===== src/rtl/pipeRegPkg.sv =====
package pipeRegPkg;

  typedef struct packed {
    logic       regDst;
    logic [1:0] aluOp;
    logic       aluSrc;
  } exCtrl_t;

  typedef struct packed {
    logic branch;
    logic memRead;
    logic memWrite;
  } memCtrl_t;

  typedef struct packed {
    logic memToReg;
    logic regWrite;
  } wbCtrl_t;

  typedef struct packed {
    exCtrl_t  ex;
    memCtrl_t mem;
    wbCtrl_t  wb;
  } idExCtrl_t;

  typedef struct packed {
    memCtrl_t mem;
    wbCtrl_t  wb;
  } exMemCtrl_t;

  // strobes from the control side to the datapath side
  typedef struct packed {
    logic pcLoad;
    logic ifIdLoad;
    logic ifIdZero;
    logic idExLoad;
    logic exMemLoad;
    logic memWbLoad;
  } stageStrobe_t;

endpackage


===== src/rtl/stageReg.sv =====
module stageReg #(
  parameter int W = 8
) (
  input  logic         clk,
  input  logic         rstN,
  input  logic         en,
  input  logic         clr,
  input  logic [W-1:0] d,
  output logic [W-1:0] q
);

  always_ff @(posedge clk or negedge rstN) begin
    if (!rstN)    q <= '0;
    else if (clr) q <= '0;
    else if (en)  q <= d;
  end

endmodule


===== src/rtl/pipeCtrlRegs.sv =====
module pipeCtrlRegs
  import pipeRegPkg::*;
(
  input  logic         clk,
  input  logic         rstN,
  input  logic         pcEn,
  input  logic         ifIdEn,
  input  logic         ifIdFlush,
  input  logic         idExEn,
  input  logic         idExFlush,
  input  logic         exMemEn,
  input  logic         exMemFlush,
  input  logic         memWbEn,
  input  logic         memWbFlush,
  input  idExCtrl_t    decCtrl,
  output stageStrobe_t strobe,
  output idExCtrl_t    idExCtrl,
  output exMemCtrl_t   exMemCtrl,
  output wbCtrl_t      memWbCtrl
);

  localparam int IDEX_CW  = $bits(idExCtrl_t);
  localparam int EXMEM_CW = $bits(exMemCtrl_t);
  localparam int MEMWB_CW = $bits(wbCtrl_t);

  exMemCtrl_t exMemNext;
  wbCtrl_t    memWbNext;

  // drop the execute group after EX, the memory group after MEM
  assign exMemNext = '{mem: idExCtrl.mem, wb: idExCtrl.wb};
  assign memWbNext = exMemCtrl.wb;

  always_comb begin
    strobe.pcLoad    = pcEn;
    strobe.ifIdLoad  = ifIdEn;
    strobe.ifIdZero  = ifIdFlush;
    strobe.idExLoad  = idExEn;
    strobe.exMemLoad = exMemEn;
    strobe.memWbLoad = memWbEn;
  end

  stageReg #(.W(IDEX_CW)) u_idExCtl (
    .clk(clk), .rstN(rstN), .en(idExEn), .clr(idExFlush),
    .d(decCtrl), .q(idExCtrl)
  );

  stageReg #(.W(EXMEM_CW)) u_exMemCtl (
    .clk(clk), .rstN(rstN), .en(exMemEn), .clr(exMemFlush),
    .d(exMemNext), .q(exMemCtrl)
  );

  stageReg #(.W(MEMWB_CW)) u_memWbCtl (
    .clk(clk), .rstN(rstN), .en(memWbEn), .clr(memWbFlush),
    .d(memWbNext), .q(memWbCtrl)
  );

endmodule


===== src/rtl/pipeDataRegs.sv =====
module pipeDataRegs
  import pipeRegPkg::*;
#(
  parameter int XLEN     = 32,
  parameter int REG_W    = 5,
  parameter int PC_STEP  = 4,
  parameter int RESET_PC = 0
) (
  input  logic             clk,
  input  logic             rstN,
  input  stageStrobe_t     strobe,
  input  logic             pcSrc,
  input  logic [XLEN-1:0]  branchTarget,
  input  logic [XLEN-1:0]  fetchInstr,
  input  logic [XLEN-1:0]  idRd1,
  input  logic [XLEN-1:0]  idRd2,
  input  logic [XLEN-1:0]  idImm,
  input  logic [REG_W-1:0] idDest,
  input  logic [XLEN-1:0]  exTarget,
  input  logic             exZero,
  input  logic [XLEN-1:0]  exAluResult,
  input  logic [XLEN-1:0]  memReadData,
  output logic [XLEN-1:0]  pcOut,
  output logic [XLEN-1:0]  ifIdInstr,
  output logic [XLEN-1:0]  ifIdPc,
  output logic [XLEN-1:0]  idExRd1,
  output logic [XLEN-1:0]  idExRd2,
  output logic [XLEN-1:0]  idExImm,
  output logic [XLEN-1:0]  idExPc,
  output logic [REG_W-1:0] idExDest,
  output logic [XLEN-1:0]  exMemTarget,
  output logic             exMemZero,
  output logic [XLEN-1:0]  exMemAluResult,
  output logic [XLEN-1:0]  exMemWriteData,
  output logic [REG_W-1:0] exMemDest,
  output logic [XLEN-1:0]  memWbReadData,
  output logic [XLEN-1:0]  memWbAluResult,
  output logic [REG_W-1:0] memWbDest
);

  localparam logic [XLEN-1:0] STEP   = XLEN'(PC_STEP);
  localparam logic [XLEN-1:0] PC_RST = XLEN'(RESET_PC);
  localparam int IDEX_W  = 4 * XLEN + REG_W;
  localparam int EXMEM_W = 3 * XLEN + 1 + REG_W;
  localparam int MEMWB_W = 2 * XLEN + REG_W;

  logic [XLEN-1:0]    pcPlusStep;
  logic [XLEN-1:0]    pcNext;
  logic [IDEX_W-1:0]  idExD,  idExQ;
  logic [EXMEM_W-1:0] exMemD, exMemQ;
  logic [MEMWB_W-1:0] memWbD, memWbQ;

  // next-PC select in the fetch stage
  assign pcPlusStep = pcOut + STEP;
  assign pcNext     = pcSrc ? branchTarget : pcPlusStep;

  always_ff @(posedge clk or negedge rstN) begin
    if (!rstN)              pcOut <= PC_RST;
    else if (strobe.pcLoad) pcOut <= pcNext;
  end

  stageReg #(.W(XLEN)) u_ifIdInstr (
    .clk(clk), .rstN(rstN), .en(strobe.ifIdLoad), .clr(strobe.ifIdZero),
    .d(fetchInstr), .q(ifIdInstr)
  );

  stageReg #(.W(XLEN)) u_ifIdPc (
    .clk(clk), .rstN(rstN), .en(strobe.ifIdLoad), .clr(1'b0),
    .d(pcPlusStep), .q(ifIdPc)
  );

  assign idExD = {idRd1, idRd2, idImm, ifIdPc, idDest};
  stageReg #(.W(IDEX_W)) u_idEx (
    .clk(clk), .rstN(rstN), .en(strobe.idExLoad), .clr(1'b0),
    .d(idExD), .q(idExQ)
  );
  assign {idExRd1, idExRd2, idExImm, idExPc, idExDest} = idExQ;

  assign exMemD = {exTarget, exZero, exAluResult, idExRd2, idExDest};
  stageReg #(.W(EXMEM_W)) u_exMem (
    .clk(clk), .rstN(rstN), .en(strobe.exMemLoad), .clr(1'b0),
    .d(exMemD), .q(exMemQ)
  );
  assign {exMemTarget, exMemZero, exMemAluResult, exMemWriteData, exMemDest} = exMemQ;

  assign memWbD = {memReadData, exMemAluResult, exMemDest};
  stageReg #(.W(MEMWB_W)) u_memWb (
    .clk(clk), .rstN(rstN), .en(strobe.memWbLoad), .clr(1'b0),
    .d(memWbD), .q(memWbQ)
  );
  assign {memWbReadData, memWbAluResult, memWbDest} = memWbQ;

endmodule


===== src/rtl/pipeRegChain.sv =====
module pipeRegChain
  import pipeRegPkg::*;
#(
  parameter int XLEN     = 32,
  parameter int REG_W    = 5,
  parameter int PC_STEP  = 4,
  parameter int RESET_PC = 0
) (
  input  logic             clk,
  input  logic             rstN,
  input  logic             pcEn,
  input  logic             pcSrc,
  input  logic [XLEN-1:0]  branchTarget,
  input  logic             ifIdEn,
  input  logic             ifIdFlush,
  input  logic             idExEn,
  input  logic             idExFlush,
  input  logic             exMemEn,
  input  logic             exMemFlush,
  input  logic             memWbEn,
  input  logic             memWbFlush,
  input  logic [XLEN-1:0]  fetchInstr,
  input  logic [XLEN-1:0]  idRd1,
  input  logic [XLEN-1:0]  idRd2,
  input  logic [XLEN-1:0]  idImm,
  input  logic [REG_W-1:0] idDest,
  input  logic             idRegDst,
  input  logic [1:0]       idAluOp,
  input  logic             idAluSrc,
  input  logic             idBranch,
  input  logic             idMemRead,
  input  logic             idMemWrite,
  input  logic             idMemToReg,
  input  logic             idRegWrite,
  input  logic [XLEN-1:0]  exTarget,
  input  logic             exZero,
  input  logic [XLEN-1:0]  exAluResult,
  input  logic [XLEN-1:0]  memReadData,
  output logic [XLEN-1:0]  pcOut,
  output logic [XLEN-1:0]  ifIdInstr,
  output logic [XLEN-1:0]  ifIdPc,
  output logic [XLEN-1:0]  idExRd1,
  output logic [XLEN-1:0]  idExRd2,
  output logic [XLEN-1:0]  idExImm,
  output logic [XLEN-1:0]  idExPc,
  output logic [REG_W-1:0] idExDest,
  output logic             idExRegDst,
  output logic [1:0]       idExAluOp,
  output logic             idExAluSrc,
  output logic             idExBranch,
  output logic             idExMemRead,
  output logic             idExMemWrite,
  output logic             idExMemToReg,
  output logic             idExRegWrite,
  output logic [XLEN-1:0]  exMemTarget,
  output logic             exMemZero,
  output logic [XLEN-1:0]  exMemAluResult,
  output logic [XLEN-1:0]  exMemWriteData,
  output logic [REG_W-1:0] exMemDest,
  output logic             exMemBranch,
  output logic             exMemMemRead,
  output logic             exMemMemWrite,
  output logic             exMemMemToReg,
  output logic             exMemRegWrite,
  output logic [XLEN-1:0]  memWbReadData,
  output logic [XLEN-1:0]  memWbAluResult,
  output logic [REG_W-1:0] memWbDest,
  output logic             memWbMemToReg,
  output logic             memWbRegWrite
);

  stageStrobe_t strobe;
  idExCtrl_t    decCtrl;
  idExCtrl_t    idExCtrl;
  exMemCtrl_t   exMemCtrl;
  wbCtrl_t      memWbCtrl;

  assign decCtrl = '{
    ex:  '{regDst: idRegDst, aluOp: idAluOp, aluSrc: idAluSrc},
    mem: '{branch: idBranch, memRead: idMemRead, memWrite: idMemWrite},
    wb:  '{memToReg: idMemToReg, regWrite: idRegWrite}
  };

  pipeCtrlRegs u_ctrl (
    .clk(clk), .rstN(rstN), .pcEn(pcEn),
    .ifIdEn(ifIdEn), .ifIdFlush(ifIdFlush),
    .idExEn(idExEn), .idExFlush(idExFlush),
    .exMemEn(exMemEn), .exMemFlush(exMemFlush),
    .memWbEn(memWbEn), .memWbFlush(memWbFlush),
    .decCtrl(decCtrl), .strobe(strobe),
    .idExCtrl(idExCtrl), .exMemCtrl(exMemCtrl), .memWbCtrl(memWbCtrl)
  );

  pipeDataRegs #(
    .XLEN(XLEN), .REG_W(REG_W), .PC_STEP(PC_STEP), .RESET_PC(RESET_PC)
  ) u_data (
    .clk(clk), .rstN(rstN), .strobe(strobe),
    .pcSrc(pcSrc), .branchTarget(branchTarget), .fetchInstr(fetchInstr),
    .idRd1(idRd1), .idRd2(idRd2), .idImm(idImm), .idDest(idDest),
    .exTarget(exTarget), .exZero(exZero), .exAluResult(exAluResult),
    .memReadData(memReadData),
    .pcOut(pcOut), .ifIdInstr(ifIdInstr), .ifIdPc(ifIdPc),
    .idExRd1(idExRd1), .idExRd2(idExRd2), .idExImm(idExImm),
    .idExPc(idExPc), .idExDest(idExDest),
    .exMemTarget(exMemTarget), .exMemZero(exMemZero),
    .exMemAluResult(exMemAluResult), .exMemWriteData(exMemWriteData),
    .exMemDest(exMemDest),
    .memWbReadData(memWbReadData), .memWbAluResult(memWbAluResult),
    .memWbDest(memWbDest)
  );

  assign idExRegDst    = idExCtrl.ex.regDst;
  assign idExAluOp     = idExCtrl.ex.aluOp;
  assign idExAluSrc    = idExCtrl.ex.aluSrc;
  assign idExBranch    = idExCtrl.mem.branch;
  assign idExMemRead   = idExCtrl.mem.memRead;
  assign idExMemWrite  = idExCtrl.mem.memWrite;
  assign idExMemToReg  = idExCtrl.wb.memToReg;
  assign idExRegWrite  = idExCtrl.wb.regWrite;
  assign exMemBranch   = exMemCtrl.mem.branch;
  assign exMemMemRead  = exMemCtrl.mem.memRead;
  assign exMemMemWrite = exMemCtrl.mem.memWrite;
  assign exMemMemToReg = exMemCtrl.wb.memToReg;
  assign exMemRegWrite = exMemCtrl.wb.regWrite;
  assign memWbMemToReg = memWbCtrl.memToReg;
  assign memWbRegWrite = memWbCtrl.regWrite;

endmodule


===== config.mk =====
export PLATFORM = sky130hd
export DESIGN_NAME = pipeRegChain
export DESIGN_NICKNAME = d
export VERILOG_FILES = /design/src/rtl/pipeRegPkg.sv /design/src/rtl/stageReg.sv /design/src/rtl/pipeCtrlRegs.sv /design/src/rtl/pipeDataRegs.sv /design/src/rtl/pipeRegChain.sv
export SDC_FILE = /design/constraint.sdc
export NUM_CORES = 1
export LEC_CHECK = 0
export ABC_AREA = 0
export BUFFER_PORTS_ARGS = -buffer_cell sky130_fd_sc_hd__buf_2
export CAP_MARGIN = 10
export CORE_AREA = 2 2 271 273
export DETAILED_ROUTE_END_ITERATION = 6
export DIE_AREA = 0 0 273 275
export SLEW_MARGIN = 20
export SYNTH_ARGS = -nofsm -noshare
export SYNTH_HDL_FRONTEND = slang
export SYNTH_SLANG_ARGS = --single-unit

===== constraint.sdc =====
create_clock -name clk -period 2.16 [get_ports clk]
set_clock_uncertainty 0.2 [all_clocks]
set_input_delay 0.216 -clock clk [delete_from_list [all_inputs] [get_ports clk]]
set_output_delay 0.216 -clock clk [all_outputs]
set_load 0.01 [all_outputs]

==> results of run 1 <==
[power by group through the flow]
stage	registers (uW)	clock network [uW]	logic, uW
2_1_floorplan	9890	0	1330
3_3_place_gp	9490	0	3780
3_5_place_dp	9550	0	3830
4_1_cts	9420	8150	4380
5_1_grt	9540	8480	4680
6_report	9420	7900	4350
[worst max-delay path: stages, from the launching register on]
cell           delay (ns)
dfrtp_1              0.40
mux2i_1              0.14
dlygate4sd3_1        0.56
nor2_1               0.04
dlygate4sd3_1        0.59
[cell usage after synthesis, types with 3 or more instances]
master     instances
buf_2             11
inv_1              6
o311ai_1           3
nand3_2            3
a41o_1             3
nand2_1           26
xor2_1            18
dfrtp_1          416
mux2_2           310
a22o_1            11
nand4_1           11
a21oi_1           47
clkbuf_1          50
o21ai_0           11
xnor2_1            8
buf_4              4
buf_1              5
nand3_1           16
a2bb2oi_1          4
mux2i_1           53
nand2b_1           3
nor2_1            88
and2_1             4
o311ai_0           4
and3_1             4
nor2b_1           11
o22ai_1            9
[cell families after synthesis]
group	after synthesis	share of synthesized area, %
adders and majority gates	1	0.0753
AOI/OAI and AO/OA	107	4.13
muxes	363	24.2
buffers and inverters	77	1.96
DFF	416	62.6
and+or+nand+nor	183	5.62
xor gates and xnor gates	26	1.37
[sequential cells by signal, indices dropped and copies added (netlist names)]
register and flops:
u_ctrl.u_exMemCtl.q 5, u_ctrl.u_idExCtl.q 9, u_ctrl.u_memWbCtl.q 2, u_data.pcOut 32
u_data.u_exMem.q 102, u_data.u_idEx.q 133, u_data.u_ifIdInstr.q 32, u_data.u_ifIdPc.q 32
u_data.u_memWb.q 69
[metal layers]
layer | GRT usage (%) | up-vias | share of wire (%)
met4 | 5.59 | 0 | 3.3
met3 | 3.28 | 108 | 6.4
met1 | 16.6 | 6858 | 39
met5 | 0 | - | 0
li1 | - | 6348 | -
met2 | 25.1 | 484 | 51
[worst max-delay path by stage]
| stage | startpoint | end | slack (ns) | cells past startpoint |
|---|---|---|---|---|
| final | u_data.u_ifIdInstr.q[2] | u_data.u_ifIdInstr.q[2] | 0.11 | 4 |
| after global routing | u_data.pcOut[2] | u_data.pcOut[18] | 0.009 | 7 |
| after CTS | u_data.pcOut[2] | u_data.pcOut[18] | 0.05 | 7 |
| after detailed placement | u_data.pcOut[2] | u_data.pcOut[18] | 0.06 | 7 |
| after global placement | u_data.pcOut[2] | u_data.pcOut[18] | 0.13 | 7 |
| after floorplan | u_data.pcOut[2] | u_data.pcOut[30] | 0.14 | 6 |
[final cells by class]
cell class	instances	area (sq um)	share of cell area (%)
diodes	1	2.50	0.00935
flip-flops and latches	416	10400	38.9
repair buffers	1117	7690	28.7
multi-input cells	680	5890	22.0
inverters	6	22.5	0.0842
well taps	959	1200	4.48
clock inverters	19	181	0.678
clock buffers	67	1360	5.09
[metrics by stage]
stage	instances	util (%)
floorplan	1173	-
global placement	2826	30.0
detailed placement	2826	30.0
CTS	3263	37.0
global route	3264	37.0
finish	3265	37.0
[what timing repair did]
action / in CTS / in global routing
resized for setup: 0 / 2
endpoints found under the hold margin: 717 / 0
endpoints found under the setup margin: 0 / 3
hold buffers: 351 / 0
setup buffers: 0 / 1
==> run summary, run 1 <==
The flow ran to the end, and the final reports show no timing, DRC or antenna violations. The run gives 21700 sq um as the cell area after placement. TritonCTS built the clock tree. The max-slew headroom at the worst pin was 58.5%; the worst vdd rail ir drop was 0.556 mV. In this run the mean area of a mapped cell was 14.2 sq um. In this run, synthesis inferred 0 flip-flops with an integrated enable. The core area is 72300 sq um, and the register bit total from synthesis is 416.

Biggest area consumer among synthesized cells: dfrtp_1. The logs give 0.825 for the routability-driven placement congestion ratio and 0 for the final routed DRC violation total. The top-area cell type share of the netlist area is 62.6%. For this design the static power due to leakage is 0.0126 uW.

The synthesized net count was 1457; the total number of placement rows was 99. Setup slack closes at 0.107 ns. The transition time at the pin with the least slew margin is 0.622 ns. Counting along the longest clock path gives a buffer depth of 3. During I/O placement, the number of pins put on the boundary was 699.

In this run the power density over the cells is 810 nW/um^2. The global route total overflow was 0. The tools report the critical path data arrival time as 2.29 ns. The worst hold slack is 0.0370 ns, and the final period utilization is 95.1%. The design area was 26800 sq um.

Ratio of routed vias to standard cells: 4.23. In the layout the commonest cells are 693 x buf_2, 416 x dfrtp_1, 351 x dlygate4sd3_1, 310 x mux2_2, 88 x nor2_1. The floorplan step defined a die boundary enclosing 75100 sq um. Fill cells in the final layout number 6874. Compared with the post-synthesis result, the final layout area differs by 61.0%. The tree is rooted in a clkbuf_16. Setup repair after global routing left no endpoint under its margin. For this block, the routed nets add up to 57300 microns of wire. Most common cell after layout, fill and taps aside: buf_2. After detailed routing, the average wire length per cell comes to 17.5 microns. In this run the register-to-register setup slack is 0.11 ns. The setup TNS is 0 ns. The synthesized netlist contains 54 unique library cells. Across all layers, the routed design uses 13800 vias. The most used flip-flop cell after synthesis is dfrtp_1. The portion of total power attributed to combinational logic was 20.1%; the clock-pin slew of the registers on the worst-case setup and hold paths was 0.06 ns. The worst register-to-register path has a depth of 4. Once the floorplan was initialized, standard cells occupied 23.0% of the core. The number of hold violations in the final report was 0; the time the final worst path needs with I/O delays and setup was 2.05 ns. The critical path endpoint category was a flip-flop. CTS built an H-tree with a depth of 2. The CTS sink count is 416, and the initial antenna violation count is 1.

The worst setup path is launched from a flip-flop. The pre-CTS setup slack came out at 0.0636 ns. The endpoint identified for the worst register-to-register timing path is u_data.u_ifIdInstr.q[2]. The logs give 0 for the number of nets with antenna violations after routing and 15600 uW for the internal power summed over all cells. The count of TritonRoute iterations in the first routing pass is 5, and the data required time of the critical path is 2.40 ns. In the global route stage, overall resource usage came out at 14.2%. The class of the tightest hold or removal check was in2async. After synthesis, the share of flip-flops with an asynchronous set or reset is 100%.

For the number of buffers inserted during clock tree synthesis, the log shows 47. The first routing iteration left 517 violations. The logs give 16600 sq um for the summed instance area of the synthesized netlist and 487 MHz for the maximum clock frequency.

Of the total power, registers draw 43.5%. Measured along the x axis, the die boundary spans 273 microns. The analysis attributes to net switching a power of 6040 uW.

Entering global routing, the biggest net connects 56 pins. The worst setup path is of the reg2reg kind. The y dimension of the die came out at 275 microns. Via count of the first global-routing pass: 14400. The Yosys step of the flow raised 0 warnings.

Sum of internal, switching and leakage power: 21700 uW. The final count of negative-setup-slack endpoints was 0. Port buffering added 698 buffers. Summed over all nets, the half-perimeter wirelength after detailed placement is 40400 microns.

In this run the critical register-to-register path is launched from u_data.u_ifIdInstr.q[2]. The biggest fanout along the worst timing path was 2; the proportion of synthesized chip area in sequential cells was 62.6%. The net count of the finished layout is 2552. Of the cells placed in the final design, the portion with a size suffix greater than 1 is 50.7%. The tools report the number of pins with negative max-slew slack in the final report as 0. Sorting the synthesized cells by area gives the leading types as dfrtp_1 63%, mux2_2 21%, mux2i_1 3.2%. The logs give 0.57 ns for the clock latency at the later pin of the worst-skew pair and 1173 for the post-synthesis cell count.

Max-cap violations in this run came to 0. The first global-routing pass estimated 83300 microns of wire. The fraction of power spent switching nets is 27.9%, and the fraction of power consumed by the clock network is 36.5%.
Note: power is estimated with default switching activity, not from simulation.
==> run 2: changes to the inputs <==
==> constraint.sdc (replaced) <==
create_clock -name clk -period 2.16 [get_ports clk]
set_clock_uncertainty 0.2 [all_clocks]
set_input_delay 0.108 -clock clk [delete_from_list [all_inputs] [get_ports clk]]
set_output_delay 0.108 -clock clk [all_outputs]
set_load 0.01 [all_outputs]
==> run 2 against run 1 <==
Compared with the run above: cell area grew 0.79%; fmax shrank 2.0%; die area unchanged; routed wire length increased by 2.1%; clock power up 3.9%; critical path depth unchanged; largest cell class unchanged; largest power group unchanged; highest routed layer unchanged.
==> run summary, run 2 (synthesis gave the netlist of run 1 again) <==
The DRC marker count from the first detailed-route iteration was 573 (+11%); the y dimension of the die was 275 microns (unchanged). The per-cell routed wire length was 17.9 microns (+1.8%); the critical path data arrival time was 2.33 ns (+0.04 ns). End of the worst register-to-register path: u_data.u_ifIdInstr.q[2]. The biggest fanout along the worst timing path came out at 2 (unchanged).

The worst setup path is captured at a flip-flop. The final layout net count is 2564 (+0.47%), and the count of input and output buffers is 698 (unchanged). The H-tree level count was 2 (unchanged). The number of nets with antenna violations after routing was 0 (unchanged); the power density normalized to cell area was 818 nW/um^2 (+0.90%). The routability-driven placement congestion ratio was 0.821 (-0.52%). The run finished with clean final reports.

The global route total overflow is 0 (unchanged). TritonCTS built the clock tree. The tree is rooted in a clkbuf_16. For the smallest setup slack after layout, the log shows 0.0643 ns (-0.0424 ns).

The CTS sink count was 416 (unchanged); the transition time at the pin with the least slew margin was 0.641 ns (+0.0192 ns). The run gives 699 (unchanged) as the number of I/O pins. The met3 layer usage reported by global route was 3.31% (+0.026 points).

The final antenna diode count is 0 (-1). For the number of hold violations in the final report, the log shows 0 (unchanged). The capture endpoint of the worst hold path is u_data.u_idEx.q[95]. The max-slew headroom at the worst pin was 57.3% (-1.3 points). The core occupancy in the finished layout came out at 37.3% (+0.29 points). The logs give 26.1% (+1.0 points) for the global-route met2 utilization and 3 (+2) for the initial antenna violation count. In this run the critical register-to-register path is launched from u_data.u_ifIdInstr.q[2]. In this run the most critical hold path is launched from idExEn. The fraction of power spent switching nets is 27.5% (-0.32 points).

The cell area after placement was 21600 sq um (-0.32%); the portion of total power attributed to combinational logic was 20.0% (about the same). The number of flip-flops in the largest register was 133 (unchanged); the count of filler cells inserted in the layout was 6882 (+0.12%). The pre-CTS setup slack was 0.0544 ns (-0.00913 ns); the worst hold path stage count was 3.

The tools report the worst vdd rail ir drop as 0.552 mV (-0.80%). The run gives 2.39 ns (about the same) as the data required time of the critical path. The run gives 75100 sq um (unchanged) as the area enclosed by the die boundary.

The max capacitance violation total came out at 0 (unchanged). The worst setup path is launched from a flip-flop. Die span in x: 273 microns (unchanged). The tools report the internal power summed over all cells as 16000 uW (+2.1%). The most common cell after layout, fill and taps aside is buf_2.

The share of cells above drive strength 1 was 50.4% (-0.31 points); the final routed DRC violation total was 0 (unchanged). The clock-pin slew of the registers on the worst-case setup and hold paths came out at 0.06 ns (about the same). The number of buffers inserted during clock tree synthesis was 47 (unchanged); the internal reg-to-reg setup slack was 0.06 ns (-0.04 ns).

The tools report the fraction of power consumed by the clock network as 37.2% (+0.7 points). The top cell types in the final layout, fill and taps aside, are 693 x buf_2, 415 x dfrtp_1, 367 x dlygate4sd3_1, 310 x mux2_2, 88 x nor2_1. The run gives 72300 sq um (unchanged) as the core area. The number of pins with negative max-slew slack in the final report is 0 (unchanged), and the maximum clock frequency is 477 MHz (-2.0%).

The time the final worst path needs with I/O delays and setup was 2.10 ns (+0.0424 ns); the switching power was 6070 uW (+0.54%). The run gives 42.8% (-0.7 points) as the sequential group share of total power. The class of the tightest hold or removal check is in2reg. In the final layout, the registers with the most flip-flops are u_data.u_idEx.q: 133 flops, u_data.u_exMem.q: 102 flops, u_data.u_memWb.q: 69 flops.

The wire length of the first global-routing pass is 86400 microns (+3.7%), and the initial cell density of the core is 23.0% (unchanged). The post-CTS setup-driven buffer insertion count came out at 0 (unchanged). Compared with the post-synthesis result, the final layout area differs by 62.3%.

The via count was 14000 (+1.5%); the static leakage power was 0.0127 uW (+0.64%). The total track usage was 14.6% (+0.45 points). The aggregate routed wire length was 58500 microns (+2.1%). The largest net degree at the start of global routing is 66 (+18%), and the total number of placement rows is 99 (unchanged). The final count of negative-setup-slack endpoints was 0 (unchanged); the design area was 27000 sq um (+0.79%).

The run gives 5 (unchanged) as the count of TritonRoute iterations in the first routing pass. The register bank with the most flops was u_data.u_idEx.q. The worst-case clock buffer depth came out at 3 (unchanged).

The via count of the first global-routing pass is 14900 (+3.6%), and the clock latency at the later pin of the worst-skew pair is 0.57 ns (about the same). The logs give 40300 microns (-0.29%) for the total half-perimeter wirelength after legalization and detailed placement and 17.1% (+0.48 points) for the met1 track demand over resource. Final period utilization: 97.0% (+2.0 points). The layer flagged by global routing as most heavily used is met2.

Classification of the worst setup path: reg2reg. The path depth of the worst reg2reg path was 4 (unchanged). The ratio of routed vias to standard cells is 4.28 (+1.2%).
## run 2: cell types whose count changed in the layout (fill, tap and decap cells not counted), sizes merged
cell,delta
bufinv,+3
inv,+1
buf,-6
diode,-1
dlymetal6s4s,+1
clkinvlp,-1
dlygate4sd3,+16
clkinv,-2
clkbuf,-2
## run 2: per-layer routing
metal,share of wire [%],up-vias
met3,6.7,108
met1,39,6977
li1,-,6376
met2,51,539
met5,0,-
met4,3.4,0
## run 2: power by group through the flow
stage	clock network [uW]	logic (uW)	registers (uW)
6_report	8210	4400	9440
5_1_grt	8780	4720	9570
4_1_cts	8440	4400	9430
3_5_place_dp	0	3800	9560
3_3_place_gp	0	3750	9510
2_1_floorplan	0	1330	9890
## run 2: how the worst max path moves through the flow
stage / from / end
CTS: ifIdEn / u_data.u_ifIdInstr.q[3]
floorplan: u_data.pcOut[2] / u_data.pcOut[30]
finish: u_data.u_ifIdInstr.q[2] / u_data.u_ifIdInstr.q[2]
detailed placement: u_data.pcOut[2] / u_data.pcOut[18]
global route: u_data.pcOut[4] / u_data.pcOut[9]
global placement: u_data.pcOut[2] / u_data.pcOut[18]
## run 2: cell type report
| type | instances | area (sq um) | area share (%) |
|---|---|---|---|
| Tap cell | 959 | 1200 | 4.45 |
| Clock inverter | 20 | 250 | 0.928 |
| Timing Repair Buffer | 1129 | 7840 | 29.1 |
| Clock buffer | 64 | 1340 | 4.97 |
| Sequential cell | 416 | 10400 | 38.6 |
| Inverter | 6 | 22.5 | 0.0835 |
| Multi-Input combinational cell | 680 | 5900 | 21.9 |
## run 2: repair_timing
action                                  in CTS  in global routing
endpoints found under the setup margin       0                 20
hold buffers                               369                  0
hold endpoints to repair                   739                  0
resized for setup                            0                  9
## run 2: critical path: stages, from the launching register on
cell           delay, ns
dfrtp_1             0.40
mux2i_1             0.15
dlygate4sd3_1       0.58
nor2_1              0.05
dlygate4sd3_1       0.60
## run 2: stage by stage
| step | total power, uW | setup TNS, ns | std cells | hold slack (ns) |
|---|---|---|---|---|
| final | 22000 | 0 | 3274 | 0.0673 |
| after global routing | 23100 | -0.00366 | 3274 | 0.0456 |
| after CTS | 22300 | 0 | 3273 | 0.0361 |
| after detailed placement | 13400 | 0 | 2820 | -0.0760 |
| after global placement | 13300 | 0 | 2820 | -0.0784 |
| after floorplan | 11200 | 0 | 1173 | -0.388 |
